===== src/rtl/lrm_pkg.sv =====
package lrm_pkg;

  typedef enum logic [1:0] {
    LW_X1  = 2'd0,
    LW_X2  = 2'd1,
    LW_X4  = 2'd2,
    LW_X4B = 2'd3
  } lw_e;

  // number of logical lanes a width code leaves active
  function automatic int lanes_in_use(logic [1:0] w, int nl);
    case (w)
      LW_X1:   return 1;
      LW_X2:   return (nl < 2) ? nl : 2;
      default: return nl;
    endcase
  endfunction

  // physical lane feeding a logical lane
  function automatic int phys_of(logic rev, int lg, int nl);
    return rev ? (nl - 1 - lg) : lg;
  endfunction

endpackage


===== src/rtl/lrm_ctrl.sv =====
module lrm_ctrl (
  input  logic clk,
  input  logic rst_n,
  input  logic strap,
  input  logic wr_hit,
  input  logic wr_val,
  input  logic link_up,
  output logic act_rev
);

  logic ovr_q;
  logic lu_q;
  logic link_rise;

  assign link_rise = link_up & ~lu_q;

  always_ff @(posedge clk) begin
    if (!rst_n) begin
      ovr_q   <= strap;
      act_rev <= strap;
      lu_q    <= 1'b0;
    end else begin
      lu_q <= link_up;
      if (wr_hit)    ovr_q   <= wr_val;
      if (link_rise) act_rev <= ovr_q;
    end
  end

  // override only moves on a write
  a_r3_ovr_hold: assert property (@(posedge clk) disable iff (!rst_n)
    !wr_hit |=> $stable(ovr_q));

  // active reversal frozen except after a link-up edge
  a_r4_act_hold: assert property (@(posedge clk) disable iff (!rst_n)
    !link_rise |=> $stable(act_rev));

  // on the edge, the stored override is taken
  a_r4_act_take: assert property (@(posedge clk) disable iff (!rst_n)
    link_rise |=> act_rev == $past(ovr_q));

endmodule


===== src/rtl/lrm_lane_map.sv =====
module lrm_lane_map
  import lrm_pkg::*;
#(
  parameter int NL   = 4,
  parameter int SW   = 10
) (
  input  logic             clk,
  input  logic             rst_n,
  input  logic             rev,
  input  logic [1:0]       width,
  input  logic [NL-1:0]    mask,
  input  logic [NL*SW-1:0] rx,
  output logic [NL*SW-1:0] sym,
  output logic [NL-1:0]    dis
);

  localparam int PIW = (NL > 1) ? $clog2(NL) : 1;

  logic [SW-1:0]    corr [NL];
  logic [NL*SW-1:0] sym_nxt;
  logic [NL-1:0]    dis_nxt;
  logic [NL:0]      act_plus1;
  int               nact;

  // polarity correction on physical lanes
  genvar gl;
  generate
    for (gl = 0; gl < NL; gl++) begin : g_pol
      assign corr[gl] = rx[gl*SW +: SW] ^ {SW{mask[gl]}};
    end
  endgenerate

  always_comb begin
    nact    = lanes_in_use(width, NL);
    sym_nxt = '0;
    dis_nxt = '1;
    for (int lg = 0; lg < NL; lg++) begin
      if (lg < nact) begin
        sym_nxt[lg*SW +: SW] = corr[PIW'(phys_of(rev, lg, NL))];
        dis_nxt[lg]          = 1'b0;
      end
    end
  end

  always_ff @(posedge clk) begin
    if (!rst_n) begin
      sym <= '0;
      dis <= '1;
    end else begin
      sym <= sym_nxt;
      dis <= dis_nxt;
    end
  end

  assign act_plus1 = {1'b0, ~dis} + (NL+1)'(1);

  // active lanes always form a run starting at logical lane 0
  a_r6_low_run: assert property (@(posedge clk) disable iff (!rst_n)
    $onehot0(act_plus1));

  // disabled lanes carry zero
  generate
    for (gl = 0; gl < NL; gl++) begin : g_idle
      a_r7_idle_zero: assert property (@(posedge clk) disable iff (!rst_n)
        dis[gl] |-> sym[gl*SW +: SW] == '0);
    end
  endgenerate

  // straight x4, lane 0 is the corrected physical lane 0
  a_r2_lane0_pol: assert property (@(posedge clk) disable iff (!rst_n)
    (!rev && width[1]) |=> sym[SW-1:0] == $past(rx[SW-1:0] ^ {SW{mask[0]}}));

endmodule


===== src/rtl/lane_rev_mapper.sv =====
module lane_rev_mapper #(
  parameter int NPORTS = 3,
  parameter int NLANES = 4,
  parameter int SYMW   = 10
) (
  input  logic                           clk,
  input  logic                           rst_n,
  input  logic [NPORTS-1:0]              strap_rev,
  input  logic                           wr_en,
  input  logic [$clog2(NPORTS)-1:0]      wr_port,
  input  logic                           wr_rev,
  input  logic [NPORTS-1:0]              link_up,
  input  logic [NPORTS*2-1:0]            link_width,
  input  logic [NPORTS*NLANES-1:0]       pol_mask,
  input  logic [NPORTS*NLANES*SYMW-1:0]  rx_sym,
  output logic [NPORTS*NLANES*SYMW-1:0]  lane_sym,
  output logic [NPORTS*NLANES-1:0]       lane_dis
);

  localparam int PW  = $clog2(NPORTS);
  localparam int PSW = NLANES * SYMW;

  logic [NPORTS-1:0] act_rev;
  logic [NPORTS-1:0] wr_hit;

  genvar gp;
  generate
    for (gp = 0; gp < NPORTS; gp++) begin : g_port
      assign wr_hit[gp] = wr_en && (wr_port == PW'(gp));

      lrm_ctrl u_ctrl (
        .clk     (clk),
        .rst_n   (rst_n),
        .strap   (strap_rev[gp]),
        .wr_hit  (wr_hit[gp]),
        .wr_val  (wr_rev),
        .link_up (link_up[gp]),
        .act_rev (act_rev[gp])
      );

      lrm_lane_map #(.NL(NLANES), .SW(SYMW)) u_map (
        .clk   (clk),
        .rst_n (rst_n),
        .rev   (act_rev[gp]),
        .width (link_width[gp*2 +: 2]),
        .mask  (pol_mask[gp*NLANES +: NLANES]),
        .rx    (rx_sym[gp*PSW +: PSW]),
        .sym   (lane_sym[gp*PSW +: PSW]),
        .dis   (lane_dis[gp*NLANES +: NLANES])
      );
    end
  endgenerate

  // a write strobe addresses at most one port
  a_r3_one_port: assert property (@(posedge clk) disable iff (!rst_n)
    $onehot0(wr_hit));

endmodule


===== config.mk =====
export PLATFORM = sky130hd
export DESIGN_NAME = lane_rev_mapper
export DESIGN_NICKNAME = d
export VERILOG_FILES = /design/src/rtl/lrm_pkg.sv /design/src/rtl/lrm_ctrl.sv /design/src/rtl/lrm_lane_map.sv /design/src/rtl/lane_rev_mapper.sv
export SDC_FILE = /design/constraint.sdc
export NUM_CORES = 1
export LEC_CHECK = 0
export ABC_AREA = 1
export BUFFER_PORTS_ARGS = -buffer_cell sky130_fd_sc_hd__buf_2
export CAP_MARGIN = 15
export CORE_MARGIN = 3
export CORE_UTILIZATION = 45
export CTS_BUF_LIST = sky130_fd_sc_hd__clkbuf_4 sky130_fd_sc_hd__clkbuf_8
export CTS_CLUSTER_SIZE = 10
export DETAILED_ROUTE_END_ITERATION = 12
export GPL_ROUTABILITY_DRIVEN = 1
export GPL_TIMING_DRIVEN = 0
export HOLD_SLACK_MARGIN = 0.1
export PLACE_DENSITY = 0.75
export SLEW_MARGIN = 20
export SYNTH_ARGS = -nofsm -noshare
export SYNTH_HDL_FRONTEND = slang
export SYNTH_HIERARCHICAL = 1
export SYNTH_SLANG_ARGS = --single-unit

===== constraint.sdc =====
create_clock -name clk -period 1.3 [get_ports clk]
set_input_delay 0.065 -clock clk [delete_from_list [all_inputs] [get_ports clk]]
set_output_delay 0.065 -clock clk [all_outputs]
set_load 0.02 [all_outputs]

# Yosys cells after proc, flatten, opt, wreduce, memory -nomap -nowiden
# Cells that the tools add are included.
# totals
ff_bits,141
in_bits,150
elab_cells,183
# op_classes
magnitude_cmp,24
n_eq_ne,11
muxes,75
n_bitwise,30
reduce_logical,19
# ops
operator,count
10-bit binary-select mux with 2-bit select,12
10-bit 2-to-1 mux,24
10-bit XOR,12
"2-bit by 3-bit greater-or-equal comparator with 1-bit output, second input constant",12
1-bit 2-to-1 mux,24
2-bit 2-to-1 mux,12
2-bit NOT,12
2-bit AND reduction,12
"1-bit by 3-bit < comparator with 1-bit output, first input constant",6
"2-bit by 3-bit < comparator with 1-bit output, first input constant",6
3-bit one-hot mux with 2 select lines,3
"2-bit by 1-bit inequality test with 1-bit output, second input constant",6
"2-bit by 1-bit == test with 1-bit output, second input constant",4
2-bit zero test,4
1-bit AND,3
1-bit logical AND,3
1-bit NOT,3
"2-bit == test, second input constant",1

# Depth between registers and ports, before layout
# logic_depth
depth_word,5
mapped_depth,7
mapped_depth_nobuf,7

# Modules after synthesis
# The synthesis kept the hierarchy.
# modules_own_cells
mod,n_inst,cells_each,area_each_um2,seq_area_each_um2
lrm_lane_map,3,387,2254.7,880.8
lrm_ctrl,3,16,131.4,80.1
lane_rev_mapper,1,7,26.3,0.0

# Least setup slack after synthesis
# Ideal clock, no wire load.
# synth_timing
path_type,register to register
startpoint,register g_port[0].u_ctrl.act_rev
endpoint,register g_port[0].u_map.sym[31]
t_arrival_ns,0.813
required_time_ns,1.187
setup_slack_ns,0.374
path_stages_with_launch,6
path_cell_list,edfxtp_1 > inv_2 > buf_2 > nand3_1 > nand2_1 > nor2_1
# synth_between
elab_chain_cells,5
# synth_lines
element,line,text
"start, declared",lrm_ctrl.sv:8,output logic act_rev
"start signal, assigned",lrm_ctrl.sv:20,act_rev <= strap;
"start signal, assigned",lrm_ctrl.sv:25,if (link_rise) act_rev <= ovr_q;
2-bit 2-to-1 mux,lrm_pkg.sv:21,return rev ? (nl - 1 - lg) : lg;
2-bit NOT (not written as such),lrm_lane_map.sv:39,"sym_nxt[lg*SW +: SW] = corr[PIW'(phys_of(rev, lg, NL))];"
10-bit binary-select mux with 2-bit select,lrm_lane_map.sv:39,
10-bit 2-to-1 mux (not written as such) (2 in series),lrm_lane_map.sv:39,
"end signal, assigned",lrm_lane_map.sv:50,sym <= sym_nxt;
"end, declared",lrm_lane_map.sv:13,"output logic [NL*SW-1:0] sym,"
# Every way passes these cells. The select of a mux whose other input is x is not followed.
# A chain may end at the register's enable or synchronous reset.

# Worst setup path in the final report
# layout_timing
startpoint,input rx_sym[55]
endpoint,register g_port[1].u_map.sym[15]
# layout_between
elab_chain_cells,4
# layout_lines
element,line,text
"start, declared",lane_rev_mapper.sv:15,"input logic [NPORTS*NLANES*SYMW-1:0] rx_sym,"
10-bit XOR,lrm_lane_map.sv:29,assign corr[gl] = rx[gl*SW +: SW] ^ {SW{mask[gl]}};
10-bit binary-select mux with 2-bit select,lrm_lane_map.sv:39,
10-bit 2-to-1 mux (not written as such) (2 in series),lrm_lane_map.sv:39,
"end signal, assigned",lrm_lane_map.sv:50,
"end, declared",lrm_lane_map.sv:13,
# Every way passes these cells. The select of a mux whose other input is x is not followed.

==> flow_metrics.py <==
metrics = {
    "logic_synthesis": {
        "async_flop_share_pct": 0,
        "syn_area_um2": 7184,
        "yosys-top-cells-area": "dfxtp_1 38%, nand2_1 26%, nor2_1 13%",
        "synth.largest_area_cell": "dfxtp_1",
        "synth.avg_cell_area_um2": 5.908,
        "yosysTopAreaCellShare_pct": 37.62,
        "yosysMostFrequentCell": "nand2_1",
        "syn_nets": 1369,
        "ys_top_cells_by_count": "495 x nand2_1, 243 x nor2_1, 139 x inv_1",
        "synth-seq-cells": 141,
        "synth_cells": 1216,
        "synth_cell_types": 13,
        "yosysWarnings": 6,
        "synth-edff-count": 6,
        "ys_seq_area_share_pct": 40.13,
        "synthFlopType": "dfxtp_1",
    },
    "power_and_ir_drop": {
        "leakage_nw": 6.626,
        "cellPowerDensity_nw_per_um2": 1056,
        "power_mw": 12.11,
        "max-vdd-ir-drop_mv": 0.6417,
        "power_frac_clock_pct": 31.1,
        "switching_share_pct": 31.48,
        "p_int_mw": 8.301,
        "p_switching_mw": 3.813,
        "power_frac_seq_pct": 39.9,
        "comb_power_share_pct": 28.9,
    },
    "placement": {
        "dp_hpwl_um": 15890,
        "gp_congestion": 0.8657,
        "pre_cts_slack_ns": 0.03092,
        "portBuffers": 281,
    },
    "grt": {
        "grt_pass1_vias": 9194,
        "grt_first_pass_wirelength_um": 42750,
        "grt_use_total_pct": 29.39,
        "grt_max_degree": 31,
        "antenna_found_initial": 0,
        "grt_overflow_total": 0,
    },
    "route": {
        "wl_um": 27260,
        "via_per_inst": 4.911,
        "drt_first_pass_iters": 7,
        "ant_nets": 0,
        "drc_errors": 0,
        "first_iter_violations": 779,
        "vias": 9577,
        "wl_per_cell_um": 13.98,
    },
    "floorplan": {
        "start_util_pct": 46.57,
        "rows": 45,
        "die_h_um": 132.4,
        "core_area_um2": 15430,
        "die-area_um2": 17520,
        "fp.dieW_um": 132.4,
        "ios": 282,
    },
    "sta": {
        "setup_viol": 2,
        "skew_ns": 0.01178,
        "slew-limit-headroom_pct": 58.71,
        "layout_setup_ws_ns": -0.08303,
        "worst_pin_slew_ns": 0.6193,
        "drv_slew": 0,
        "timing.final.crit_share_pct": 106.4,
        "period_minus_slack_ns": 1.383,
        "max_freq_ghz": 0.7230,
        "hold_viol": 0,
    },
    "status": {
        "status": "complete, but fails checks",
        "violations": "negative setup slack",
    },
    "final_layout": {
        "fillers": 1127,
        "diodes": 0,
        "areaGrowthSynthToFinish_pct": 59.61,
        "layout.nets": 1879,
        "drive_gt1_share_pct": 22.60,
    },
    "min_path": {
        "hp-class": "in -> reg",
    },
    "clocking": {
        "cts_num_sinks": 141,
        "clockRootBuffer": "clkbuf_8",
        "ctsHtreeMaxLevel": 4,
        "cts_tree": "built",
        "cts_buffers": 17,
        "worst_skew_pair.late_latency_ns": 0.43,
        "clockBufferDepth": 2,
        "clkSlewWorstSetupHoldPaths_ns": 0.08,
    },
    "run": {
        "drv_cap": 0,
    },
    "setup_path": {
        "worstSetupPathType": "in -> reg",
        "cp.required_ns": 1.65,
        "path_max_fanout": 2,
        "arrival_ns": 1.73,
        "end_kind": "register",
        "cp-start-kind": "input port",
    },
}
## cell families after synthesis
family	Yosys count	share of synthesized area, %
fa+ha+maj	3	0.5225
buf+inv	208	11.91
simple gates	864	47.44
flops	141	40.13
## flip-flops by register name, indices dropped and copies added, names as in the netlist
register	count
g_port.u_ctrl/ovr_q	3
g_port.u_ctrl/act_rev	3
g_port.u_map/sym	120
g_port.u_map/dis	12
g_port.u_ctrl/lu_q	3
## through the flow
step / util [%] / std cells / instance area, um2 / hold slack (ns) / TNS, ns
6_report: 74.33 / 1950 / 11470 / 0.1532 / -0.1250
4_1_cts: 73.83 / 1951 / 11390 / 0.1001 / 0
5_1_grt: 74.33 / 1950 / 11470 / 0.1415 / -0.1631
3_5_place_dp: 57.40 / 1708 / 8855 / 0.2698 / 0
2_1_floorplan: - / 1216 / 7184 / 0.1342 / 0
3_3_place_gp: 57.40 / 1708 / 8855 / 0.2613 / 0
## routing by layer
layer  vias to the layer above  routed length [um]  global-route usage, %
met1                      4218               10250                  32.63
met4                         0                1460                  16.57
met3                       129                2343                  7.901
met2                       591               13200                  50.79
li1                       4639                   -                      -
met5                         -                   0                      0
## cells in the final DEF (no fill, tap or decap)
| cell type | instances |
|---|---|
| buf_2 | 311 |
| buf_4 | 9 |
| buf_6 | 3 |
| bufinv_16 | 3 |
| clkbuf_4 | 5 |
| clkbuf_8 | 20 |
| clkinv_1 | 6 |
| clkinv_2 | 4 |
| clkinvlp_4 | 5 |
| dfxtp_1 | 135 |
| dlygate4sd3_1 | 205 |
| dlymetal6s4s_1 | 3 |
| edfxtp_1 | 6 |
| ha_1 | 1 |
| ha_4 | 2 |
| inv_1 | 138 |
| inv_2 | 19 |
| nand2_1 | 490 |
| nand2_2 | 8 |
| nand3_1 | 120 |
| nor2_1 | 242 |
| nor2_2 | 1 |
| nor2_4 | 3 |
## worst max-delay path: stages
cell and delay [ns]:
dlygate4sd3_1 0.54, buf_2 0.12, nand2_1 0.07, dlygate4sd3_1 0.57, nand3_1 0.10, nand2_1 0.09
nor2_1 0.18
## final timing paths
kind | start | endpoint | slack (ns) | cells past startpoint
hold / removal | pol_mask[9] | g_port[2].u_map/sym[15] | 0.15 | 6
setup reg to reg | g_port[0].u_ctrl/act_rev | g_port[0].u_map/sym[15] | 0.10 | 5
setup / recovery | rx_sym[55] | g_port[1].u_map/sym[15] | -0.08 | 7
hold reg to reg | g_port[0].u_ctrl/ovr_q | g_port[0].u_ctrl/act_rev | 0.52 | 2
## repair_timing
| action | 4_1_cts | 5_1_grt |
|---|---|---|
| hold endpoints to repair | 144 | 0 |
| hold buffers | 211 | 0 |
| gates resized for setup | 0 | 26 |
| endpoints found under the setup margin | 0 | 60 |
| buffers inserted | 0 | 1 |
## layout make-up
cell class                 instances  area (um2)  area share (%)
inverter                         166       634.4           5.532
clock buffer                      25       312.8           2.728
sequential                       141        2883           25.14
timing repair inverter             2       15.01          0.1309
timing repair buffer             489        3503           30.55
multi-input combinational        867        3501           30.53
clock inverter                     7       110.1          0.9602
buffer                            42       244.0           2.128
tap                              211       264.0           2.302
## power groups by stage
stage / clock [mW] / sequential [mW] / combinational (mW)
finish: 3.77 / 4.84 / 3.51
global route: 4.03 / 4.86 / 3.83
CTS: 3.82 / 4.83 / 3.32
detailed placement: 0 / 4.93 / 2.81
global placement: 0 / 4.92 / 2.76
floorplan: 0 / 5.38 / 1.36
Power figures use the tool's default switching activity.
